<file path="config.mk">
export PLATFORM = sky130hd
export DESIGN_NAME = tcw_channel
export DESIGN_NICKNAME = d
export VERILOG_FILES = /design/src/rtl/tcw_pkg.sv /design/src/rtl/tcw_edge_sync.sv /design/src/rtl/tcw_tick_sel.sv /design/src/rtl/tcw_count_core.sv /design/src/rtl/tcw_channel.sv
export SDC_FILE = /design/constraint.sdc
export NUM_CORES = 1
export LEC_CHECK = 0
export BUFFER_PORTS_ARGS = -buffer_cell sky130_fd_sc_hd__buf_2
export CORE_MARGIN = 4
export CORE_UTILIZATION = 38
export CTS_BUF_LIST = sky130_fd_sc_hd__clkbuf_8
export CTS_CLUSTER_DIAMETER = 200
export DETAILED_ROUTE_END_ITERATION = 6
export PLACE_DENSITY = 0.65
export SYNTH_ARGS = -nofsm -noshare
export SYNTH_HDL_FRONTEND = slang
export SYNTH_SLANG_ARGS = --single-unit
</file>
<file path="constraint.sdc">
create_clock -name clk -period 3.09 [get_ports clk]
set_clock_uncertainty 0.2 [all_clocks]
set_input_delay 0 -clock clk [delete_from_list [all_inputs] [get_ports clk]]
set_output_delay 0 -clock clk [all_outputs]
set_load 0.05 [all_outputs]
</file>
<file path="src/rtl/tcw_pkg.sv">
package tcw_pkg;

  typedef enum logic [2:0] {
    A_CTRL = 3'd0,
    A_MODE = 3'd1,
    A_RA   = 3'd2,
    A_RC   = 3'd3,
    A_STAT = 3'd4,
    A_IEN  = 3'd5,
    A_IDIS = 3'd6,
    A_CNT  = 3'd7
  } reg_addr_e;

  // mode word: bit8 one-shot, [7:6] trigger edge, [5:4] gate, 3 invert, [2:0] clock
  typedef struct packed {
    logic       stop_rc;
    logic [1:0] trg_edge;
    logic [1:0] gate_sel;
    logic       inv;
    logic [2:0] clk_sel;
  } mode_t;

  localparam int MODE_W   = $bits(mode_t);
  localparam int NUM_FLAG = 2;
  localparam int FLAG_RC  = 0;
  localparam int FLAG_OVF = 1;

  localparam int CTRL_EN  = 0;
  localparam int CTRL_DIS = 1;
  localparam int CTRL_TRG = 2;

endpackage

</file>
<file path="src/rtl/tcw_edge_sync.sv">
module tcw_edge_sync #(
  parameter int W = 4
) (
  input  logic         clk,
  input  logic         rst,
  input  logic [W-1:0] din,
  output logic [W-1:0] lvl,
  output logic [W-1:0] rise,
  output logic [W-1:0] fall
);
  logic [W-1:0] s1_q, s2_q, s3_q;

  always_ff @(posedge clk) begin
    if (rst) begin
      s1_q <= '0;
      s2_q <= '0;
      s3_q <= '0;
    end else begin
      s1_q <= din;
      s2_q <= s1_q;
      s3_q <= s2_q;
    end
  end

  assign lvl  = s2_q;
  assign rise = s2_q & ~s3_q;
  assign fall = ~s2_q & s3_q;
endmodule

</file>
<file path="src/rtl/tcw_tick_sel.sv">
module tcw_tick_sel
  import tcw_pkg::*;
#(
  parameter int PRESC_W  = 10,
  parameter int NUM_TAPS = 5,
  parameter int NUM_EXT  = 3
) (
  input  logic               clk,
  input  logic               rst,
  input  mode_t              mode,
  input  logic [NUM_EXT-1:0] ext_lvl,
  input  logic [NUM_EXT-1:0] ext_rise,
  input  logic [NUM_EXT-1:0] ext_fall,
  output logic               tick
);
  // bit of the prescaler whose period gives divide 2, 8, 32, 128, 1024
  function automatic int tap_bit(input int idx);
    case (idx)
      0:       return 0;
      1:       return 2;
      2:       return 4;
      3:       return 6;
      default: return 9;
    endcase
  endfunction

  logic [PRESC_W-1:0]  presc_q;
  logic [NUM_TAPS-1:0] tap_rise, tap_fall;
  logic                sel_edge, gate_ok;

  always_ff @(posedge clk) begin
    if (rst) presc_q <= '0;
    else     presc_q <= presc_q + 1'b1;
  end

  for (genvar t = 0; t < NUM_TAPS; t++) begin : g_tap
    localparam int B = tap_bit(t);
    localparam logic [PRESC_W-1:0] LOW_M = PRESC_W'((64'd1 << (B + 1)) - 64'd1);
    localparam logic [PRESC_W-1:0] TOP_V = PRESC_W'(64'd1 << B);
    assign tap_rise[t] = (presc_q & LOW_M) == TOP_V;
    assign tap_fall[t] = (presc_q & LOW_M) == '0;
  end

  always_comb begin
    sel_edge = 1'b0;
    for (int t = 0; t < NUM_TAPS; t++)
      if (32'(mode.clk_sel) == t)
        sel_edge = mode.inv ? tap_fall[t] : tap_rise[t];
    for (int e = 0; e < NUM_EXT; e++)
      if (32'(mode.clk_sel) == NUM_TAPS + e)
        sel_edge = mode.inv ? ext_fall[e] : ext_rise[e];
  end

  always_comb begin
    gate_ok = 1'b1;
    for (int e = 0; e < NUM_EXT; e++)
      if (32'(mode.gate_sel) == e + 1)
        gate_ok = ext_lvl[e];
  end

  assign tick = sel_edge & gate_ok;
endmodule

</file>
<file path="src/rtl/tcw_count_core.sv">
module tcw_count_core #(
  parameter int CNT_W = 16
) (
  input  logic             clk,
  input  logic             rst,
  input  logic             tick,
  input  logic             cmd_en,
  input  logic             cmd_dis,
  input  logic             trg,
  input  logic             stop_rc,
  input  logic [CNT_W-1:0] ra,
  input  logic [CNT_W-1:0] rc,
  output logic [CNT_W-1:0] cnt,
  output logic             running,
  output logic             wave,
  output logic             adv,
  output logic             rc_evt,
  output logic             ovf_evt
);
  logic [CNT_W-1:0] cnt_q, cnt_step;
  logic             run_q, wave_q, ra_evt;

  always_comb begin
    cnt_step = (cnt_q == rc) ? '0 : cnt_q + 1'b1;
    adv      = run_q & tick & ~trg;
    rc_evt   = adv & (cnt_step == rc);
    ra_evt   = adv & (cnt_step == ra);
    ovf_evt  = adv & (&cnt_q) & (cnt_q != rc);
  end

  always_ff @(posedge clk) begin
    if (rst) begin
      cnt_q  <= '0;
      run_q  <= 1'b0;
      wave_q <= 1'b0;
    end else begin
      if (trg)      cnt_q <= '0;
      else if (adv) cnt_q <= cnt_step;

      if (cmd_dis)                 run_q <= 1'b0;
      else if (cmd_en)             run_q <= 1'b1;
      else if (stop_rc && rc_evt)  run_q <= 1'b0;

      if (trg || rc_evt) wave_q <= 1'b0;
      else if (ra_evt)   wave_q <= 1'b1;
    end
  end

  assign cnt     = cnt_q;
  assign running = run_q;
  assign wave    = wave_q;
endmodule

</file>
<file path="src/rtl/tcw_channel.sv">
module tcw_channel
  import tcw_pkg::*;
#(
  parameter int CNT_W    = 16,
  parameter int NUM_EXT  = 3,
  parameter int PRESC_W  = 10,
  parameter int NUM_TAPS = 5
) (
  input  logic               clk,
  input  logic               rst,
  input  logic               reg_wr,
  input  logic               reg_rd,
  input  logic [2:0]         reg_addr,
  input  logic [CNT_W-1:0]   reg_wdata,
  output logic [CNT_W-1:0]   reg_rdata,
  input  logic [NUM_EXT-1:0] ext_clk,
  input  logic               ext_trig,
  output logic               wave_out,
  output logic               irq
);
  localparam int SYNC_W = NUM_EXT + 1;

  reg_addr_e          addr;
  mode_t              mode_q;
  logic [CNT_W-1:0]   ra_q, rc_q, cnt;
  logic [NUM_FLAG-1:0] flags_q, flags_d, mask_q, mask_d, evt_vec;
  logic [SYNC_W-1:0]  s_lvl, s_rise, s_fall;
  logic               wr_ctrl, cmd_en, cmd_dis, sw_trg, ext_trg, trg;
  logic               tick, running, wave, adv, rc_evt, ovf_evt, rd_stat;
  logic               irq_q;
  logic [CNT_W-1:0]   rdata_q;

  assign addr    = reg_addr_e'(reg_addr);
  assign wr_ctrl = reg_wr && (addr == A_CTRL);
  assign cmd_en  = wr_ctrl && reg_wdata[CTRL_EN];
  assign cmd_dis = wr_ctrl && reg_wdata[CTRL_DIS];
  assign sw_trg  = wr_ctrl && reg_wdata[CTRL_TRG];
  assign rd_stat = reg_rd && (addr == A_STAT);

  tcw_edge_sync #(.W(SYNC_W)) u_sync (
    .clk (clk),
    .rst (rst),
    .din ({ext_trig, ext_clk}),
    .lvl (s_lvl),
    .rise(s_rise),
    .fall(s_fall)
  );

  tcw_tick_sel #(
    .PRESC_W (PRESC_W),
    .NUM_TAPS(NUM_TAPS),
    .NUM_EXT (NUM_EXT)
  ) u_tick (
    .clk     (clk),
    .rst     (rst),
    .mode    (mode_q),
    .ext_lvl (s_lvl[NUM_EXT-1:0]),
    .ext_rise(s_rise[NUM_EXT-1:0]),
    .ext_fall(s_fall[NUM_EXT-1:0]),
    .tick    (tick)
  );

  always_comb begin
    case (mode_q.trg_edge)
      2'd1:    ext_trg = s_rise[NUM_EXT];
      2'd2:    ext_trg = s_fall[NUM_EXT];
      2'd3:    ext_trg = s_rise[NUM_EXT] | s_fall[NUM_EXT];
      default: ext_trg = 1'b0;
    endcase
  end
  assign trg = sw_trg | ext_trg;

  tcw_count_core #(.CNT_W(CNT_W)) u_core (
    .clk    (clk),
    .rst    (rst),
    .tick   (tick),
    .cmd_en (cmd_en),
    .cmd_dis(cmd_dis),
    .trg    (trg),
    .stop_rc(mode_q.stop_rc),
    .ra     (ra_q),
    .rc     (rc_q),
    .cnt    (cnt),
    .running(running),
    .wave   (wave),
    .adv    (adv),
    .rc_evt (rc_evt),
    .ovf_evt(ovf_evt)
  );

  always_comb begin
    evt_vec           = '0;
    evt_vec[FLAG_RC]  = rc_evt;
    evt_vec[FLAG_OVF] = ovf_evt;
    flags_d = (rd_stat ? '0 : flags_q) | evt_vec;
    mask_d  = mask_q;
    if (reg_wr && addr == A_IEN)  mask_d = mask_d | reg_wdata[NUM_FLAG-1:0];
    if (reg_wr && addr == A_IDIS) mask_d = mask_d & ~reg_wdata[NUM_FLAG-1:0];
  end

  always_ff @(posedge clk) begin
    if (rst) begin
      mode_q  <= '0;
      ra_q    <= '0;
      rc_q    <= '0;
      flags_q <= '0;
      mask_q  <= '0;
      irq_q   <= 1'b0;
    end else begin
      if (reg_wr && addr == A_MODE) mode_q <= mode_t'(reg_wdata[MODE_W-1:0]);
      if (reg_wr && addr == A_RA)   ra_q   <= reg_wdata;
      if (reg_wr && addr == A_RC)   rc_q   <= reg_wdata;
      flags_q <= flags_d;
      mask_q  <= mask_d;
      irq_q   <= |(flags_d & mask_d);
    end
  end

  always_ff @(posedge clk) begin
    if (rst) begin
      rdata_q <= '0;
    end else if (reg_rd) begin
      case (addr)
        A_MODE:  rdata_q <= CNT_W'(mode_q);
        A_RA:    rdata_q <= ra_q;
        A_RC:    rdata_q <= rc_q;
        A_STAT:  rdata_q <= CNT_W'(flags_q);
        A_IEN:   rdata_q <= CNT_W'(mask_q);
        A_CNT:   rdata_q <= cnt;
        default: rdata_q <= '0;
      endcase
    end
  end

  assign reg_rdata = rdata_q;
  assign wave_out  = wave;
  assign irq       = irq_q;
endmodule

</file>
After elaboration in Yosys (flattened, before gate mapping)
Index checks and enable logic that the tools add are counted.
- register bits after elaboration: 102
- input port bits: 27
- logic and storage cells: 119
- add/sub/neg operators: 2
- eq/ne operators: 28
- mux-type cells: 27
- bitwise logic cells: 19
- reduce and logical (&&, ||, !) cells: 25
- operators with widths (operator ; number):
    16-bit case mux with 6 select lines ; 1
    10-bit logical NOT ; 5
    16-bit equality test ; 3
    3-bit equality test, second input constant ; 9
    1-bit 2-to-1 mux ; 21
    16-bit by 1-bit adder with 16-bit output, second input constant ; 1
    16-bit 2-to-1 mux ; 1
    16-bit inequality test ; 1
    16-bit AND reduction ; 1
    3-bit by 2-bit equality test with 1-bit output, second input constant ; 4
    1-bit logical AND ; 11
    10-bit by 1-bit adder with 10-bit output, second input constant ; 1
    10-bit equality test, second input constant ; 1
    4-bit bitwise AND ; 2
    2-bit equality test, second input constant ; 4
    4-bit NOT ; 2
    2-bit OR reduction ; 4
    1-bit bitwise AND ; 7
    7-bit equality test, second input constant ; 1
    3-bit by 1-bit equality test with 1-bit output, second input constant ; 2
    3-bit logical NOT ; 2
    2-bit 2-to-1 mux ; 3
    5-bit equality test, second input constant ; 1
    2-bit bitwise AND ; 2
    other kinds (8) ; 11

Logic depth before layout (Yosys ltp)
Gate-level depths: netlist (run 1).
- depth in word-level cells: 18
- depth in mapped cells: 10

Hierarchy
Synthesis (run 1) repeated with hierarchy kept, for this count alone.
- cells, all modules: 715
- area, all modules: 5836.8 µm²
- by module, submodules not included (module ; instances ; cells each ; area an instance (µm²) ; seq. area each (µm²)):
    tcw_channel ; 1 ; 326 ; 2740.1 ; 1241.2
    tcw_count_core ; 1 ; 280 ; 2030.7 ; 360.3
    tcw_tick_sel ; 1 ; 76 ; 649.4 ; 200.2
    tcw_edge_sync ; 1 ; 33 ; 416.6 ; 240.2

Worst setup path after synthesis (run 1)
No wires, ideal clock.
- path type: register to register
- from: register u_core.cnt_q[1], in the netlist u_core.cnt[1]
- to: register u_core.run_q, in the netlist u_core.running
- setup time: 139 ps
- data arrival time: 2798 ps
- data required time: 2751 ps
- path slack: -47 ps
- cell stages (with the launch flop): 11
- path buffers: 1
- path through: dfxtp_1 ha_1 clkbuf_1 nand2_1 or4_1 xor2_1 nor2_1 o311ai_0 nand4_1 o41ai_1 a221oi_1
- word-level cells in the longest chain between the ends: 6
- elaborated cells on any way between the ends: 7
- those cells by class: add/sub (1); eq/ne (2); mux (1); bitwise (1); reduce/logical (2)
- RTL lines (item ; line ; RTL):
    start, declared ; tcw_count_core.sv:20 ; logic [CNT_W-1:0] cnt_q, cnt_step;
    start signal, assigned ; tcw_count_core.sv:38 ; else if (adv) cnt_q <= cnt_step;
    16-bit by 1-bit adder with 16-bit output / 16-bit equality test (equally long branches) ; tcw_count_core.sv:24 ; cnt_step = (cnt_q == rc) ? '0 : cnt_q + 1'b1;
    16-bit 2-to-1 mux (*) ; tcw_count_core.sv:24 ;
    16-bit equality test (*) ; tcw_count_core.sv:26 ; rc_evt = adv & (cnt_step == rc);
    1-bit bitwise AND (*) ; tcw_count_core.sv:26 ;
    1-bit logical AND (*) ; tcw_count_core.sv:42 ; else if (stop_rc && rc_evt) run_q <= 1'b0;
    2-bit nonzero test (no line) (*) ; n/a ;
    end signal, assigned ; tcw_count_core.sv:40 ; if (cmd_dis) run_q <= 1'b0;
    end signal, assigned ; tcw_count_core.sv:41 ; else if (cmd_en) run_q <= 1'b1;
    end signal, assigned ; tcw_count_core.sv:42 ;
    end, declared ; tcw_count_core.sv:21 ; logic run_q, wave_q, ra_evt;
Mark *: on every way between the ends. The rest lies on a longest branch, timed or not.
A chain may end at the register's enable or synchronous reset.

Final worst setup path (run 1)
- from: register u_core.cnt_q[6], in the netlist u_core.cnt[6]
- to: register u_core.run_q, in the netlist u_core.running
Same word-level chain as after synthesis.

==> impl_metrics.csv, run 1 <==
group,metric,value,unit
synth,ys_ff_latch,102,
setup_path,criticalPathCategory,"flop to flop",
pwr,ir_worst_vdd,309,µV
flow_run,drv_cap,0,
sta,relSlewSlack,48.9,%
setup_path,cp_slowest_cell,"dfxtp_1",
setup_path,critPathTopFamily,"compound AO/OA/AOI/OAI gates",
sta,hold_viol_final,0,
grt,grt_max_degree,44,
synth,synth_area,0.00579,mm²
die,core-area,0.0147,mm²
placed_design,finalWeightedCongestion,0.983,
setup_path,r2r-end,"u_core.running",
setup_path,critPathBufInv,1,
setup_path,timing.rr.start,"u_core.cnt[6]",
sta,finalCritPeriodShare,94.5,%
synth,ys_types,60,
setup_path,crit_path_cell_trace,"xnor2_1 > and4_1 > nand4_1 > buf_4 > o21a_1 > o32ai_1 > nand4_1 > o41ai_2 > a221oi_1",
routing,drtAntennaViolNets,0,
min_path,hp-class,"primary input to flop",
sta,setup_viol,0,
die,io_pins,45,
sta,clock.fmax,0.342,GHz
grt,grt_pass1_vias,5320,
die,rows,44,
min_path,holdPathEnd,"u_sync.s1_q[0]",
finish,layout.cells.non_filler,1025,
routing,dr_total_vias,5700,
setup_path,cp_data_arrival_time,2.98,ns
setup_path,critPathLaunchType,"flop",
min_path,hold-path-cell-count,3,
clocking,clk_latency,0.39,ns
finish,nets,868,
setup_path,endpoint_kind,"flop",
placed_design,portBuffers,44,
grt,grt_pass1_wl,28100,µm
finish,diodes,0,
sta,fin_crit,2.92,ns
setup_path,reg2reg_depth,9,
placed_design,dp_hpwl,13100,µm
routing,drt-pass1-iter-count,5,
clocking,cts_htree_levels,3,
setup_path,cp-startpoint,"u_core.cnt[6]",
routing,drt_iter0_drc,516,
setup_path,required,3.15,ns
setup_path,path_common_cell,"nand4_1",
synth,syn_nets,783,
finish,layout_common_cells,"nand2_1, dfxtp_1, a21oi_1",
die,die_area,0.0173,mm²
clocking,root_buffer,"clkbuf_8",
grt,overflow,0,
min_path,min-delay-start,"ext_clk[0]",
die,die_x,131,µm
grt,antenna_found_initial,0,
sta,fin_tns_setup,0,ns
sta,fin_ws,0.169,ns
synth,synth_ff_type,"dfxtp_1",
grt,grt_usage,20.0,%
finish,area_growth_syn_to_layout,21.8,%
pwr,p_per_area,378,mW/mm²
clocking,numCtsBuffers,9,
die,die-height,131,µm
clocking,clk_pin_slew,0.10,ns
sta,slew_viol_final,0,
setup_path,cpPeakStageDelay,0.54,ns
routing,routed_wl,17600,µm
finish,drive_gt1_share,17.1,%
synth,avgSynthCellArea,7.70,µm²
pwr,p_leak,2.72,nW
clocking,cts_tree,"built",
routing,drc,0,
finish,layout_commonest_cell,"nand2_1",
synth,synthArstFlopShare,0,%
synth,synthCells,751,
placed_design,dp_cells,975,
status,outcome,"completed",
synth,yosysWarnings,0,
clocking,clockBufferDepth,2,
setup_path,path_max_fanout,8,
die,start_util,39.4,%
sta,worstMarginPinSlew,0.766,ns
routing,drt-vias-per-instance,5.56,
synth,synth-edff-count,0,
synth,seq_area_frac_synth,35.3,%
placed_design,pre_cts_ws,0.152,ns
routing,routedWlPerCell,17.2,µm
clocking,cts_sinks,102,
finish,n_fill_cell,1405,
setup_path,reg2reg_slack,0.17,ns
## how the worst max path moves through the flow
stage,endpoint,slack (ns),depth (start not counted)
2_1_floorplan,u_core.running,0.03,10
3_3_place_gp,u_core.running,0.21,9
3_5_place_dp,u_core.running,0.15,9
4_1_cts,u_core.running,0.1,9
5_1_grt,irq,-0.08,9
6_report,u_core.running,0.17,9
## cell families (layout without fill, tap and decap cells)
family	after synthesis	count (layout)	synth area share, %
buffers and inverters	72	162	5.00
flip-flops	102	102	35.3
XOR/XNOR	55	55	8.80
AND/OR/NAND/NOR	322	322	27.6
adder cells (fa/ha/maj)	5	5	1.08
multiplexers	21	21	3.83
AO/OA/AOI/OAI	174	174	18.4
## area by class of cell
type	count	area, µm²	area share (%)
Sequential cell	102	2050	29.0
Timing Repair Buffer	133	993	14.1
Tap cell	184	230	3.27
Clock inverter	6	85.1	1.21
Inverter	13	48.8	0.693
Multi-Input combinational cell	577	3500	49.7
Clock buffer	10	138	1.95
## per-layer routing
metal | wire length [µm] | share of wire, % | vias to the layer above | GRT usage (%)
li1 | - | - | 2778 | -
met3 | 1030 | 5.9 | 42 | 4.28
met5 | 0 | 0 | - | 0
met2 | 8010 | 46 | 195 | 31.4
met1 | 7940 | 45 | 2685 | 26.7
met4 | 605 | 3.4 | 0 | 8.69
## flip-flops by register name (all words and copies together) (netlist names), 2 cells and up
register,count
reg_rdata,16
u_tick.presc_q,10
u_core.cnt,16
rc_q,16
u_sync.s3_q,4
mask_q,2
u_sync.s1_q,4
u_sync.lvl,4
ra_q,16
flags_q,2
mode_q,9
## power by group
| part | internal [mW] | total (mW) | switching, mW |
|---|---|---|---|
| Combinational | 0.149 | 0.350 | 0.200 |
| Clock | 0.477 | 0.955 | 0.478 |
| Sequential | 1.34 | 1.36 | 0.0228 |
| Total | 1.96 | 2.66 | 0.701 |
## metrics by stage
step | total power [mW] | hold slack [ns] | util [%] | instance area (µm²)
final | 2.66 | 0.175 | 47.9 | 7040
after global routing | 2.77 | 0.206 | 47.9 | 7040
after CTS | 2.67 | 0.162 | 47.5 | 6990
after floorplan | 1.58 | -0.0888 | - | 5790
after global placement | 1.70 | 0.0174 | 43.9 | 6450
after detailed placement | 1.70 | 0.0198 | 43.9 | 6450
## worst register-to-register path, delay by kind of cell (launching register included)
| kind | cells | cell delay, ns |
|---|---|---|
| AOI/OAI and AO/OA | 4 | 0.94 |
| xor gates and xnor gates | 1 | 0.22 |
| and+or+nand+nor | 3 | 0.66 |
| buffers and inverters | 1 | 0.23 |
| DFF | 1 | 0.54 |
## cell usage after synthesis, drive strengths merged, types with 2 or more instances
cell       n  area, µm²
a21oi     79        395
nor2      62        233
o21a       6       45.0
ha         5       62.6
inv       13       48.8
and3b      4       35.0
nand2    120        450
o311ai     3       26.3
clkbuf    38        143
nor4b      2       17.5
nor3      16       80.1
mux2i     12        120
o32a       3       30.0
a211oi     7       62.6
mux2       9        101
o21ai     36        180
or3        9       56.3
a32oi      5       43.8
nand3     18       95.1
dfxtp    102       2040
xnor2     23        201
nor4       8       56.3
and3       2       12.5
and4       4       35.0
nand2b     7       43.8
o31ai      4       30.0
nand3b     2       15.0
and2       7       43.8
nor2b     34        213
or4        5       37.5
xnor3      2       45.0
o2bb2ai    2       17.5
xor2      30        263
nand4     10       77.6
a221oi     4       35.0
a21o       2       15.0
a31oi      3       18.8
a22oi     10       75.1
nor3b      8       60.1
buf       21       97.6
## timing repair
item                                   4_1_cts  5_1_grt
setup endpoints to repair                    0        4
hold buffers                                32        0
buffers inserted                             0        2
endpoints found under the hold margin       75        0
resized for setup                            0       11
(Power assumes the default switching activity.)
==> run 2: changes to the inputs <==
--- a/config.mk
+++ b/config.mk
@@ -7,11 +7,11 @@
 export LEC_CHECK = 0
 export BUFFER_PORTS_ARGS = -buffer_cell sky130_fd_sc_hd__buf_2
 export CORE_MARGIN = 4
-export CORE_UTILIZATION = 38
+export CORE_UTILIZATION = 50
 export CTS_BUF_LIST = sky130_fd_sc_hd__clkbuf_8
 export CTS_CLUSTER_DIAMETER = 200
 export DETAILED_ROUTE_END_ITERATION = 6
-export PLACE_DENSITY = 0.65
+export PLACE_DENSITY = 0.79
 export SYNTH_ARGS = -nofsm -noshare
 export SYNTH_HDL_FRONTEND = slang
 export SYNTH_SLANG_ARGS = --single-unit
==> constraint.sdc (replaced) <==
create_clock -name clk -period 3.09 [get_ports clk]
set_clock_uncertainty 0.2 [all_clocks]
set_input_delay 0 -clock clk [delete_from_list [all_inputs] [get_ports clk]]
set_output_delay 0 -clock clk [all_outputs]
set_load 0.1 [all_outputs]
==> impl_metrics.csv, run 2 (synthesized netlist as in run 1, its figures left out) <==
group,metric,value,unit
status,outcome,"completed",
setup_path,critPathLaunchType,"flop",
clocking,cts_tree,"built",
sta,hold_viol_final,0,
setup_path,cp_slowest_cell,"or3b_2",
setup_path,required,3.11,ns
pwr,switching_share,27.7,%
finish,drive_gt1_share,15.0,%
grt,grt_pass1_vias,5129,
sta,setup_viol,0,
routing,routed_wl,16600,µm
pwr,ir_worst_vdd,294,µV
pwr,combPwrFrac,12.9,%
sta,fin_tns_setup,0,ns
pwr,clkPwrFrac,34.5,%
setup_path,cp-startpoint,"u_tick.presc_q[0]",
finish,layout_common_cells,"nand2_1, dfxtp_1, a21oi_1",
die,start_util,50.9,%
placed_design,dp_hpwl,11800,µm
min_path,hp-class,"primary input to flop",
setup_path,endpoint_kind,"flop",
setup_path,cpPeakStageDelay,0.47,ns
die,core-area,0.0114,mm²
pwr,p_leak,2.57,nW
routing,drc,0,
clocking,cts_htree_levels,3,
pwr,seq_power_share,52.7,%
placed_design,portBuffers,44,
placed_design,pre_cts_ws,0.0320,ns
grt,grt_max_degree,85,
sta,fin_ws,0.146,ns
finish,area_growth_syn_to_layout,16.6,%
die,die-height,116,µm
pwr,internal_power,1.87,mW
clocking,numCtsBuffers,9,
placed_design,finalWeightedCongestion,1.01,
routing,drt-pass1-iter-count,5,
grt,overflow,0,
sta,clock.fmax,0.340,GHz
sta,finalCritPeriodShare,95.3,%
clocking,clk_latency,0.37,ns
die,io_pins,45,
sta,rsz0062_at_grt,"yes",
finish,finish.utilization,59.3,%
placed_design,placed_area,0.00624,mm²
setup_path,timing.rr.start,"u_tick.presc_q[0]",
setup_path,critPathTopFamily,"simple AND/OR/NAND/NOR gates",
routing,routedWlPerCell,17.4,µm
routing,drtAntennaViolNets,0,
die,die_area,0.0134,mm²
grt,grt_usage,25.5,%
routing,drt_iter0_drc,541,
clocking,cts_sinks,102,
clocking,clockBufferDepth,2,
grt,antenna_found_initial,0,
grt,grt_pass1_wl,26800,µm
clocking,clk_pin_slew,0.10,ns
setup_path,cp_data_arrival_time,2.97,ns
setup_path,path_max_fanout,5,
clocking,root_buffer,"clkbuf_8",
pwr,p_switching,716,µW
min_path,min-delay-start,"reg_addr[2]",
finish,layout_commonest_cell,"nand2_1",
pwr,p_per_area,384,mW/mm²
die,rows,39,
setup_path,crit_path_cell_trace,"inv_1 > ha_1 > or3b_2 > o41a_1 > nand3_2 > nand4_4 > nor3_1 > nand4_1 > o41ai_2 > a221oi_1",
finish,final_area,0.00674,mm²
die,die_x,116,µm
finish,nets,840,
sta,worstMarginPinSlew,0.878,ns
flow_run,drv_cap,0,
sta,slew_viol_final,0,
routing,drt-vias-per-instance,5.80,
setup_path,critPathBufInv,1,
sta,fin_crit,2.94,ns
setup_path,criticalPathCategory,"flop to flop",
sta,relSlewSlack,41.5,%
routing,dr_total_vias,5552,
-- run 2: worst paths after layout --
path / slack (ns) / cells after the start / to
worst min register to register: 0.26 / 1 / u_sync.lvl[3]
worst max-delay path: 0.15 / 10 / u_core.running
worst max register to register: 0.15 / 10 / u_core.running
worst min-delay path: 0.11 / 4 / reg_rdata[13]
-- run 2: final cells by class --
cell class / instances / area [µm²]
antenna: 1 / 2.50
clock buffer: 10 / 138
clock inverter: 6 / 68.8
fill: 1008 / 4630
inverter: 13 / 48.8
multi-input combinational: 577 / 3510
sequential: 102 / 2040
tap: 143 / 179
timing repair buffer: 105 / 751
-- run 2: what timing repair did --
action                                  CTS  global route
endpoints found under the setup margin    1             4
hold buffers                             24             0
buffers inserted                          0             1
resized for setup                         1             8
pin swaps                                 0             3
hold endpoints to repair                 65             0
-- run 2: tightest hold or removal path, stage by stage --
cell	delay, ns
buf_2	0.26
o21ai_0	0.24
a21oi_1	0.07
nor2_1	0.08
-- run 2: routing by layer --
metal  up-vias  GRT usage, %  wire length, µm
met2       199          39.6             7690
met4         0          10.7              575
li1       2722             -                -
met3        41          3.81             1060
met1      2590          35.4             7300
met5         -             0                0
-- run 2: metrics by stage --
| step | hold WS (ns) | power, mW | cells |
|---|---|---|---|
| finish | 0.114 | 2.59 | 957 |
| floorplan | -0.0888 | 1.59 | 751 |
| global route | 0.134 | 2.69 | 956 |
| detailed placement | 0.0156 | 1.69 | 915 |
| CTS | 0.0806 | 2.58 | 955 |
| global placement | 0.00636 | 1.68 | 915 |
-- run 2: power groups by stage --
stage / clock network (mW) / logic (mW) / registers (mW)
2_1_floorplan: 0 / 0.192 / 1.39
3_3_place_gp: 0 / 0.290 / 1.39
3_5_place_dp: 0 / 0.293 / 1.39
4_1_cts: 0.901 / 0.318 / 1.36
5_1_grt: 0.963 / 0.360 / 1.37
6_report: 0.892 / 0.333 / 1.36
==> run 3: changes to the inputs <==
--- a/config.mk
+++ b/config.mk
@@ -7,11 +7,11 @@
 export LEC_CHECK = 0
 export BUFFER_PORTS_ARGS = -buffer_cell sky130_fd_sc_hd__buf_2
 export CORE_MARGIN = 4
-export CORE_UTILIZATION = 50
+export CORE_UTILIZATION = 55
 export CTS_BUF_LIST = sky130_fd_sc_hd__clkbuf_8
 export CTS_CLUSTER_DIAMETER = 200
 export DETAILED_ROUTE_END_ITERATION = 6
-export PLACE_DENSITY = 0.79
+export PLACE_DENSITY = 0.85
 export SYNTH_ARGS = -nofsm -noshare
 export SYNTH_HDL_FRONTEND = slang
 export SYNTH_SLANG_ARGS = --single-unit
==> impl_metrics.csv, run 3 (synthesized netlist as in run 1, its figures left out) <==
group,metric,value,unit
status,outcome,"completed",
setup_path,reg2reg_depth,9,
setup_path,crit_path_cell_trace,"nand4_1 > buf_4 > or4_1 > a21boi_0 > a32oi_1 > o2bb2ai_1 > nand4_1 > o41ai_1 > a221oi_1",
setup_path,cp_slowest_cell,"or4_1",
sta,hold_ws,0.0967,ns
pwr,p_per_area,379,mW/mm²
setup_path,endpoint_kind,"flop",
flow_run,drv_cap,0,
routing,drtAntennaViolNets,0,
placed_design,dp_cells,915,
grt,overflow,0,
finish,drive_gt1_share,15.3,%
routing,drt_iter0_drc,447,
routing,routed_wl,17700,µm
clocking,post_cts.repair.setup_buffers,0,
pwr,fin_total_pwr,2.55,mW
clocking,root_buffer,"clkbuf_8",
setup_path,critPathTopFamily,"compound AO/OA/AOI/OAI gates",
pwr,ir_worst_vdd,301,µV
die,die_area,0.0122,mm²
setup_path,required,3.12,ns
clocking,cts_htree_levels,3,
finish,finish.utilization,65.4,%
setup_path,path_common_cell,"nand4_1",
clocking,cts_sinks,102,
setup_path,reg2reg_slack,0.09,ns
grt,grt_max_degree,85,
pwr,internal_power,1.84,mW
sta,setup_viol,0,
setup_path,criticalPathCategory,"flop to flop",
finish,area_growth_syn_to_layout,16.2,%
die,die_x,111,µm
finish,layout_common_cells,"nand2_1, dfxtp_1, a21oi_1",
placed_design,finalWeightedCongestion,1.05,
pwr,clkPwrFrac,33.4,%
sta,relSlewSlack,40.1,%
routing,drc,0,
sta,worstMarginPinSlew,0.898,ns
routing,routedWlPerCell,18.5,µm
sta,fin_crit,3.00,ns
setup_path,timing.rr.start,"u_core.cnt[2]",
placed_design,dp_hpwl,13000,µm
setup_path,critPathBufInv,1,
sta,fin_tns_setup,0,ns
die,io_pins,45,
die,rows,37,
clocking,clk_latency,0.39,ns
pwr,p_switching,708,µW
sta,hold_viol_final,0,
min_path,holdPathEnd,"reg_rdata[1]",
clocking,cts_tree,"built",
pwr,combPwrFrac,13.2,%
die,start_util,56.3,%
routing,drt-vias-per-instance,6.03,
min_path,hp-class,"primary input to flop",
clocking,clockBufferDepth,2,
setup_path,r2r-end,"u_core.running",
pwr,p_leak,2.59,nW
die,core-area,0.0103,mm²
routing,dr_total_vias,5754,
min_path,min-delay-start,"reg_addr[2]",
pwr,switching_share,27.8,%
setup_path,cp_data_arrival_time,3.04,ns
pwr,seq_power_share,53.5,%
grt,antenna_found_initial,0,
setup_path,path_max_fanout,13,
sta,slew_viol_final,0,
setup_path,cpPeakStageDelay,0.56,ns
finish,layout_commonest_cell,"nand2_1",
finish,diodes,0,
clocking,clk_pin_slew,0.10,ns
min_path,hold-path-cell-count,5,
sta,finalCritPeriodShare,97.2,%
grt,grt_usage,28.9,%
grt,grt_pass1_wl,28600,µm
finish,layout.cells.non_filler,955,
routing,drt-pass1-iter-count,5,
grt,grt_pass1_vias,5693,
placed_design,portBuffers,44,
clocking,numCtsBuffers,9,
sta,clock.fmax,0.333,GHz
sta,rsz0062_at_grt,"yes",
finish,n_fill_cell,888,
setup_path,critPathLaunchType,"flop",
finish,nets,846,
die,die-height,111,µm
## run 3: worst max path at each step
stage | slack [ns] | from | to | cells past startpoint
after global routing | -0.07 | u_core.cnt[2] | u_core.running | 9
final | 0.09 | u_core.cnt[2] | u_core.running | 9
after detailed placement | 0.04 | u_tick.presc_q[0] | irq | 10
after global placement | 0.09 | u_tick.presc_q[0] | irq | 10
after CTS | 0.02 | u_tick.presc_q[0] | irq | 10
after floorplan | 0.03 | u_core.cnt[1] | u_core.running | 10
## run 3: layout make-up
class | count | area, µm² | area share, %
multi-input combinational | 577 | 3490 | 51.9
clock buffer | 9 | 124 | 1.84
timing repair buffer | 111 | 783 | 11.6
tap | 136 | 170 | 2.53
clock inverter | 7 | 66.3 | 0.986
inverter | 13 | 48.8 | 0.726
sequential | 102 | 2040 | 30.4
## run 3: worst reg2reg max path: cells and delay by family, from the launching register on
family | cells | cell delay (ns)
buffers and inverters | 1 | 0.22
and+or+nand+nor | 3 | 0.92
AOI/OAI and AO/OA | 5 | 1.06
DFF | 1 | 0.45
## run 3: metal layers
layer	part of all wire [%]	track usage [%]	up-vias	routed length [µm]
li1	-	-	2718	-
met4	4.9	14.3	0	857
met2	49	49.5	263	8730
met3	7.7	5.53	66	1360
met1	38	34.4	2707	6720
met5	0	0	-	0
## run 3: repair_timing
item	in CTS	in global routing
gates resized for setup	0	8
hold buffers	24	0
setup endpoints to repair	0	6
endpoints found under the hold margin	65	0
## run 3: power groups by stage
stage	clock (mW)	sequential (mW)	combinational (mW)
floorplan	0	1.39	0.192
global placement	0	1.39	0.290
detailed placement	0	1.39	0.297
CTS	0.859	1.36	0.322
global route	0.916	1.37	0.362
finish	0.850	1.36	0.336
## run 3: metrics by stage
step / cell area, µm² / worst slack (ns)
6_report: 6720 / 0.0858
5_1_grt: 6720 / -0.0683
4_1_cts: 6700 / 0.0208
3_5_place_dp: 6270 / 0.0382
3_3_place_gp: 6270 / 0.0872
2_1_floorplan: 5790 / 0.0286
